[src/rtl/eadec_pkg.sv]
package eadec_pkg;
  typedef enum logic [1:0] {
    NX_DONE = 2'd0,
    NX_SIB  = 2'd1,
    NX_D8   = 2'd2,
    NX_D32  = 2'd3
  } next_e;

  typedef enum logic [2:0] {
    ST_MODRM = 3'd0,
    ST_SIB   = 3'd1,
    ST_DISP  = 3'd2,
    ST_DONE  = 3'd3,
    ST_IDLE  = 3'd4
  } state_e;

  localparam logic [1:0] MODE_DIRECT = 2'd3;
  localparam logic [2:0] CODE_ESCAPE = 3'd4;
  localparam logic [2:0] CODE_NOBASE = 3'd5;
endpackage

[src/rtl/eadec_step_decode.sv]
module eadec_step_decode
  import eadec_pkg::*;
(
  input  logic [1:0] mode,
  input  logic [2:0] field,
  input  logic       in_sib,
  output next_e      nxt,
  output logic       no_base
);
  always_comb begin
    no_base = 1'b0;
    if (!in_sib && mode == MODE_DIRECT) begin
      nxt = NX_DONE;
    end else if (!in_sib && field == CODE_ESCAPE) begin
      nxt = NX_SIB;
    end else if (mode == 2'd0 && field == CODE_NOBASE) begin
      nxt     = NX_D32;
      no_base = 1'b1;
    end else begin
      case (mode)
        2'd1:    nxt = NX_D8;
        2'd2:    nxt = NX_D32;
        default: nxt = NX_DONE;
      endcase
    end
  end
endmodule

[src/rtl/eadec_disp_acc.sv]
module eadec_disp_acc #(
  parameter int unsigned DW = 32
) (
  input  logic          clk,
  input  logic          rst,
  input  logic          clr,
  input  logic          take,
  input  logic          wide,
  input  logic [7:0]    byte_in,
  output logic [DW-1:0] disp,
  output logic          last
);
  localparam int unsigned NB = DW / 8;
  localparam int unsigned CW = (NB > 1) ? $clog2(NB) : 1;

  logic [CW-1:0] cnt;

  assign last = take && (!wide || cnt == CW'(NB - 1));

  always_ff @(posedge clk) begin
    if (rst || clr) begin
      disp <= '0;
      cnt  <= '0;
    end else if (take) begin
      if (!wide) disp <= {{(DW-8){byte_in[7]}}, byte_in};
      else       disp <= {byte_in, disp[DW-1:8]};
      cnt <= cnt + CW'(1);
    end
  end

  p_sext_r5: assert property (@(posedge clk) disable iff (rst)
    (take && !wide && !clr) |=> (disp[DW-1:8] == {(DW-8){$past(byte_in[7])}}));

  p_lsb_first_r6: assert property (@(posedge clk) disable iff (rst)
    (take && wide && !clr) |=> (disp[DW-1:DW-8] == $past(byte_in)));
endmodule

[src/rtl/eadec_agen.sv]
module eadec_agen #(
  parameter int unsigned AW   = 32,
  parameter int unsigned NREG = 8
) (
  input  logic [NREG*AW-1:0]        gpr_flat,
  input  logic [$clog2(NREG)-1:0]   base_sel,
  input  logic                      base_en,
  input  logic [$clog2(NREG)-1:0]   idx_sel,
  input  logic                      idx_en,
  input  logic [1:0]                scale,
  input  logic [AW-1:0]             disp,
  output logic [AW-1:0]             ea
);
  logic [AW-1:0] gpr [NREG];

  for (genvar g = 0; g < NREG; g++) begin : g_unpack
    assign gpr[g] = gpr_flat[g*AW +: AW];
  end

  logic [AW-1:0] base_term, idx_term;

  assign base_term = base_en ? gpr[base_sel] : '0;
  assign idx_term  = idx_en  ? (gpr[idx_sel] << scale) : '0;
  assign ea        = base_term + idx_term + disp;
endmodule

[src/rtl/addr_mode_parser.sv]
module addr_mode_parser
  import eadec_pkg::*;
#(
  parameter int unsigned AW = 32
) (
  input  logic          clk,
  input  logic          rst,
  input  logic          start,
  input  logic          s_valid,
  input  logic [7:0]    s_byte,
  output logic          s_ready,
  input  logic [8*AW-1:0] gpr_flat,
  output logic          done,
  output logic          is_reg,
  output logic [2:0]    reg_sel,
  output logic [AW-1:0] eff_addr,
  output logic [2:0]    reg_field,
  output logic [2:0]    byte_count
);
  localparam int unsigned NREG = 8;

  state_e      state;
  logic [1:0]  mod_q;
  logic [2:0]  reg_q, rm_q;
  logic [7:0]  sib_q;
  logic        has_sib, no_base_q, wide_q;
  logic [2:0]  cnt_q;

  logic        take;
  next_e       nxt;
  logic        dec_no_base;
  logic [1:0]  dec_mode;
  logic [AW-1:0] disp;
  logic        disp_last;
  logic [AW-1:0] agen_ea;

  assign s_ready  = (state == ST_MODRM) || (state == ST_SIB) || (state == ST_DISP);
  assign take     = s_valid && s_ready;
  assign dec_mode = (state == ST_MODRM) ? s_byte[7:6] : mod_q;

  eadec_step_decode u_dec (
    .mode    (dec_mode),
    .field   (s_byte[2:0]),
    .in_sib  (state == ST_SIB),
    .nxt     (nxt),
    .no_base (dec_no_base)
  );

  eadec_disp_acc #(.DW(AW)) u_disp (
    .clk     (clk),
    .rst     (rst),
    .clr     (take && state == ST_MODRM),
    .take    (take && state == ST_DISP),
    .wide    (wide_q),
    .byte_in (s_byte),
    .disp    (disp),
    .last    (disp_last)
  );

  eadec_agen #(.AW(AW), .NREG(NREG)) u_agen (
    .gpr_flat (gpr_flat),
    .base_sel (has_sib ? sib_q[2:0] : rm_q),
    .base_en  (!no_base_q),
    .idx_sel  (sib_q[5:3]),
    .idx_en   (has_sib && sib_q[5:3] != CODE_ESCAPE),
    .scale    (sib_q[7:6]),
    .disp     (disp),
    .ea       (agen_ea)
  );

  function automatic state_e after_field(input next_e n);
    case (n)
      NX_SIB:  return ST_SIB;
      NX_D8,
      NX_D32:  return ST_DISP;
      default: return ST_DONE;
    endcase
  endfunction

  always_ff @(posedge clk) begin
    if (rst) begin
      state     <= ST_MODRM;
      mod_q     <= '0;
      reg_q     <= '0;
      rm_q      <= '0;
      sib_q     <= '0;
      has_sib   <= 1'b0;
      no_base_q <= 1'b0;
      wide_q    <= 1'b0;
      cnt_q     <= '0;
    end else begin
      case (state)
        ST_MODRM: if (take) begin
          mod_q     <= s_byte[7:6];
          reg_q     <= s_byte[5:3];
          rm_q      <= s_byte[2:0];
          sib_q     <= '0;
          has_sib   <= 1'b0;
          no_base_q <= dec_no_base;
          wide_q    <= (nxt == NX_D32);
          cnt_q     <= 3'd1;
          state     <= after_field(nxt);
        end
        ST_SIB: if (take) begin
          sib_q     <= s_byte;
          has_sib   <= 1'b1;
          no_base_q <= dec_no_base;
          wide_q    <= (nxt == NX_D32);
          cnt_q     <= cnt_q + 3'd1;
          state     <= after_field(nxt);
        end
        ST_DISP: if (take) begin
          cnt_q <= cnt_q + 3'd1;
          if (disp_last) state <= ST_DONE;
        end
        ST_DONE: state <= ST_IDLE;
        default: if (start) state <= ST_MODRM;
      endcase
    end
  end

  assign done       = (state == ST_DONE);
  assign is_reg     = (mod_q == MODE_DIRECT);
  assign reg_sel    = rm_q;
  assign eff_addr   = is_reg ? '0 : agen_ea;
  assign reg_field  = reg_q;
  assign byte_count = cnt_q;

  p_reset_ready_r1: assert property (@(posedge clk)
    $past(rst) && !rst |-> (s_ready && !done));

  p_no_accept_r2: assert property (@(posedge clk) disable iff (rst)
    done |-> !s_ready);

  p_stay_idle_r2: assert property (@(posedge clk) disable iff (rst)
    (state == ST_IDLE && !start) |=> !s_ready);

  p_direct_len_r3: assert property (@(posedge clk) disable iff (rst)
    (done && is_reg) |-> (byte_count == 3'd1 && eff_addr == '0));

  p_done_pulse_r12: assert property (@(posedge clk) disable iff (rst)
    done |=> !done);

  p_count_range_r12: assert property (@(posedge clk) disable iff (rst)
    done |-> (byte_count >= 3'd1 && byte_count <= 3'd6));

  p_long_count_r10: assert property (@(posedge clk) disable iff (rst)
    (done && has_sib && no_base_q) |-> (byte_count == 3'd6));
endmodule

[config.mk]
export PLATFORM = sky130hd
export DESIGN_NAME = addr_mode_parser
export DESIGN_NICKNAME = d
export VERILOG_FILES = /design/src/rtl/eadec_pkg.sv /design/src/rtl/eadec_step_decode.sv /design/src/rtl/eadec_disp_acc.sv /design/src/rtl/eadec_agen.sv /design/src/rtl/addr_mode_parser.sv
export SDC_FILE = /design/constraint.sdc
export NUM_CORES = 1
export LEC_CHECK = 0
export ABC_CLOCK_PERIOD_IN_PS = 6500
export BUFFER_PORTS_ARGS = -buffer_cell sky130_fd_sc_hd__buf_4
export CELL_PAD_IN_SITES_DETAIL_PLACEMENT = 0
export CELL_PAD_IN_SITES_GLOBAL_PLACEMENT = 1
export CORE_MARGIN = 5
export CORE_UTILIZATION = 30
export CTS_BUF_LIST = sky130_fd_sc_hd__clkbuf_4
export DETAILED_ROUTE_END_ITERATION = 12
export PLACE_DENSITY_LB_ADDON = 0.1
export SETUP_SLACK_MARGIN = 0.4
export SYNTH_ARGS = -nofsm -noshare
export SYNTH_HDL_FRONTEND = slang
export SYNTH_SLANG_ARGS = --single-unit
[constraint.sdc]
create_clock -name clk -period 6.5 [get_ports clk]
set_input_delay 1.625 -clock clk [delete_from_list [all_inputs] [get_ports clk]]
set_output_delay 1.625 -clock clk [all_outputs]
set_load 0.01 [all_outputs]
==> results.md <==
| Group | Parameter | Value |
| --- | --- | --- |
| setup path | Critical path data arrival time | 5430 ps |
| synth | Mean instance size in the synthesized netlist | 9.513 µm² |
| route | Routed len/inst | 22.54 µm |
| cells and area | Most common library cell in the layout ignoring fill and taps | buf_4 |
| route | Detail Route Antenna Nets | 0 |
| pwr | Maximum VDD drop | 0.0001316 V |
| setup path | Startpoint type of the worst setup path | primary input |
| clock network | Number of buffers added by the clock tree synthesis step | 9 |
| global route | Number of antenna violations at the first check in global routing | 0 |
| clock network | CTS H-tree depth | 3 |
| cells and area | Area used by multi-input combinational logic | 0.008339 mm² |
| setup path | Kind of critical path | primary input to output port |
| die | Area of the core | 0.03083 mm² |
| setup path | CP max FO | 3 |
| worst hold path | Hold-critical path endpoint | reg_field[2] |
| global route | Number of global-route vias before repair | 10300 |
| die | FP Rows | 64 |
| clock network | CTS clk-pin slew, worst paths | 100 ps |
| pwr | Total power of the final layout | 2538 µW |
| setup path | CP endpoint kind | output port |
| cells and area | Area grow syn2layout | 47.48% |
| route | Detailed-route via count | 9859 |
| die | Die Y-Extent | 187.2 µm |
| setup path | Worst reg2reg setup slack | 4130 ps |
| sta | Worst rel slew slack | 0.4329 |
| synth | Sequential fraction of the synthesis area | 0.1254 |
| setup path | Depth of the most critical reg-to-reg path | 8 |
| global route | Maximum number of pins on one net before global-route repair | 66 |
| route | Vias per std cell | 5.554 |
| placed design | Final estimated routing congestion in global placement | 0.8786 |
| route | Post-detailed-route DRC marker count | 0 |
| synth | Netlist area before placement | 0.009418 mm² |
| die | Die area | 0.03504 mm² |
| die | Starting utilization of the core area | 0.3055 |
| cells and area | Filler cell count in the final layout | 3033 |
| die | Count of pins on the block boundary | 312 |
| clock network | Number of clock sinks | 59 |
| synth | Biggest area contributors in the synthesized netlist | mux4_2, dfxtp_1, fa_1, a21oi_1, mux2i_1 |
| global route | Overflow left after global routing | 0 |
| die | Die width | 187.2 µm |
| route | Sum of routed wire length over all layers | 40020 µm |
| clock network | Root Driver | clkbuf_4 |
| worst hold path | Hold Path Cell Cnt | 2 |
| cells and area | Layout cell share with drive strength beyond 1 | 0.5221 |
| cells and area | Most frequent cells in the layout | buf_4, mux4_2, nand2_1, a21oi_1, nor2_1 |
| pwr | Ratio of total power to cell area | 182.7 mW/mm² |
| synth | Number of different library cells in the post-synthesis netlist | 61 |
| sta | Final worst path period share | 1.086 |
| setup path | Data required time of the worst path | 4880 ps |
| setup path | Launch instance of the worst register-to-register path | state[0] |
| sta | Fin crit period | 7056 ps |
| worst hold path | Kind of path behind the tightest hold check | register to register |
| synth | Portion of synthesized cell area occupied by the leading cell type | 0.3037 |
| sta | Number of max-slew violations in the final report | 0 |
| cells and area | Area used by sequential logic in the layout | 0.001187 mm² |
| run status | Failing checks | negative setup slack |
| global route | Total routing resource utilization after global routing | 0.2200 |
| sta | Transition time at the pin with the least slew margin | 844.1 ps |
| worst hold path | Hold path start | reg_field[2] |
| sta | Peak Freq | 141.7 MHz |
| clock network | TritonCTS clock tree | done |
| run | Maxcap violations | 0 |
| synth | Gate count after technology mapping | 990 |
| placed design | Port Buf Inserts | 311 |
| clock network | Maximum count of clock buffers along a single path | 2 |
| route | First drt pass iteration count | 5 |
| synth | Synth async-reset ratio | 0 |
| synth | Post-synth net total | 1325 |
| run status | Outcome | complete, but fails checks |
| pwr | Leakage power total | 0.005792 µW |
| placed design | Number of placed instances with taps included | 1741 |
| synth | Flip-flop cell with the highest count after synthesis | dfxtp_1 |
| clock network | Clk Latency, worst-skew pair | 430 ps |
| synth | Yosys Warn Count | 0 |
| synth | Number of enable-type register cells in the synthesized netlist | 0 |
| sta | Setup repair after global routing missed its margin | yes |
| placed design | HPWL reported at the end of detailed placement | 32220 µm |
| sta | Worst setup margin | -556.3 ps |
| sta | Post-route worst hold slack | 466.7 ps |
| cells and area | Total inserted antenna cells | 0 |
| cells and area | Non-filler cells, final | 1775 |
| route | DR iter-0 viols | 569 |
| global route | Wire length of the first global-routing pass | 61150 µm |
| sta | Setup Skew | 16.55 ps |
| cells and area | Final net count | 1709 |
| synth | Post-synthesis cell type with the largest combined area | mux4_2 |
| sta | Final hold violation count | 0 |
| synth | Synthesized flop and latch total | 59 |
| setup path | Reg-to-Reg End | wide_q |
| sta | Final setup fails | 26 |
[worst max-delay path, cell delays in order]
cell and delay, ps:
buf_6 90, mux4_2 460, mux2i_1 170, buf_4 150, mux2_4 160, nor2_4 30, a21oi_2 140, nor2_2 60
fa_1 490, fa_2 370, a21o_1 210, a21o_1 200, a21oi_2 160, a2bb2oi_2 250, o41ai_2 90, buf_4 170
o21ai_2 110, o21a_1 150, mux2i_2 200, buf_4 150
[synthesized netlist by cell type (all sizes together), types with 5 or more instances]
library cell  number
a211oi            39
a21o              23
a21oi            109
a22o               6
and2               6
buf               32
clkbuf            59
dfxtp             59
fa                32
ha                35
inv                9
mux2              31
mux2i             46
mux4             127
nand2            109
nand2b             8
nand3             13
nor2              91
nor2b              9
nor3              13
o21a               8
o21ai             24
o22ai             27
o31ai              5
xnor2             16
xor2               9
[metrics by stage]
step / TNS (ps) / setup slack, ps / utilization / area, µm²
5_1_grt: -14380 / -746.9 / 0.4505 / 13890
3_5_place_dp: -10700 / -696.9 / 0.4241 / 13080
2_1_floorplan: -87.10 / -38.79 / - / 9499
4_1_cts: -9277 / -554.9 / 0.4401 / 13570
3_3_place_gp: -11160 / -728.4 / 0.4241 / 13080
6_report: -9382 / -556.3 / 0.4505 / 13890
[cell families (layout without fill, tap and decap cells)]
logic type	count (synthesis)	after routing	share of synthesized area
multiplexers	204	204	0.3923
XOR/XNOR	25	25	0.02325
buffers and inverters	102	491	0.04583
adder cells (fa/ha/maj)	67	67	0.1145
AND/OR/NAND/NOR	266	266	0.1216
flip-flops	59	59	0.1254
AO/OA/AOI/OAI	267	267	0.1771
[repair_timing]
action | 4_1_cts | 5_1_grt
hold buffers | 0 | 0
setup endpoints to repair | 28 | 29
gates resized for setup | 57 | 49
gates cloned | 0 | 0
pin swaps | 47 | 28
buffers inserted | 10 | 8
[report_power, final]
| group | internal (µW) | switching [µW] | total (µW) |
|---|---|---|---|
| Clock | 151 | 142 | 293 |
| Combinational | 945 | 876 | 1820 |
| Sequential | 387 | 36.1 | 423 |
| Total | 1480 | 1050 | 2540 |
[state kept, by name, summed over array words and instances, names as in the netlist, 2 cells and up]
name	cells
state	3
u_disp.cnt	2
reg_sel	3
byte_count	3
mod_q	2
sib_q	8
u_disp.disp	32
reg_field	3
[area by class of cell]
| type | instances | share of cell area |
|---|---|---|
| clock inverters | 7 | 0.005945 |
| flip-flops and latches | 59 | 0.08549 |
| clock buffers | 9 | 0.004864 |
| well taps | 396 | 0.03567 |
| inverters | 11 | 0.002973 |
| repair buffers | 464 | 0.2647 |
| multi-input cells | 829 | 0.6004 |
[routing by layer]
metal / global-route usage / vias to the layer above / share of wire
met5: 0 / - / 0
met4: 0.05603 / 0 / 0.025
met3: 0.02912 / 51 / 0.045
met2: 0.3954 / 341 / 0.52
met1: 0.2792 / 4889 / 0.41
li1: - / 4578 / -
[worst max-delay path by stage]
stage             startpoint      endpoint  slack, ps  cells past startpoint
2_1_floorplan  gpr_flat[224]  eff_addr[31]        -40                     15
3_3_place_gp   gpr_flat[232]  eff_addr[30]       -730                     18
3_5_place_dp   gpr_flat[104]  eff_addr[30]       -700                     18
4_1_cts         gpr_flat[97]  eff_addr[29]       -550                     20
5_1_grt        gpr_flat[225]  eff_addr[29]       -750                     20
6_report        gpr_flat[97]  eff_addr[29]       -560                     20
Note: power is estimated with default switching activity, not from simulation.
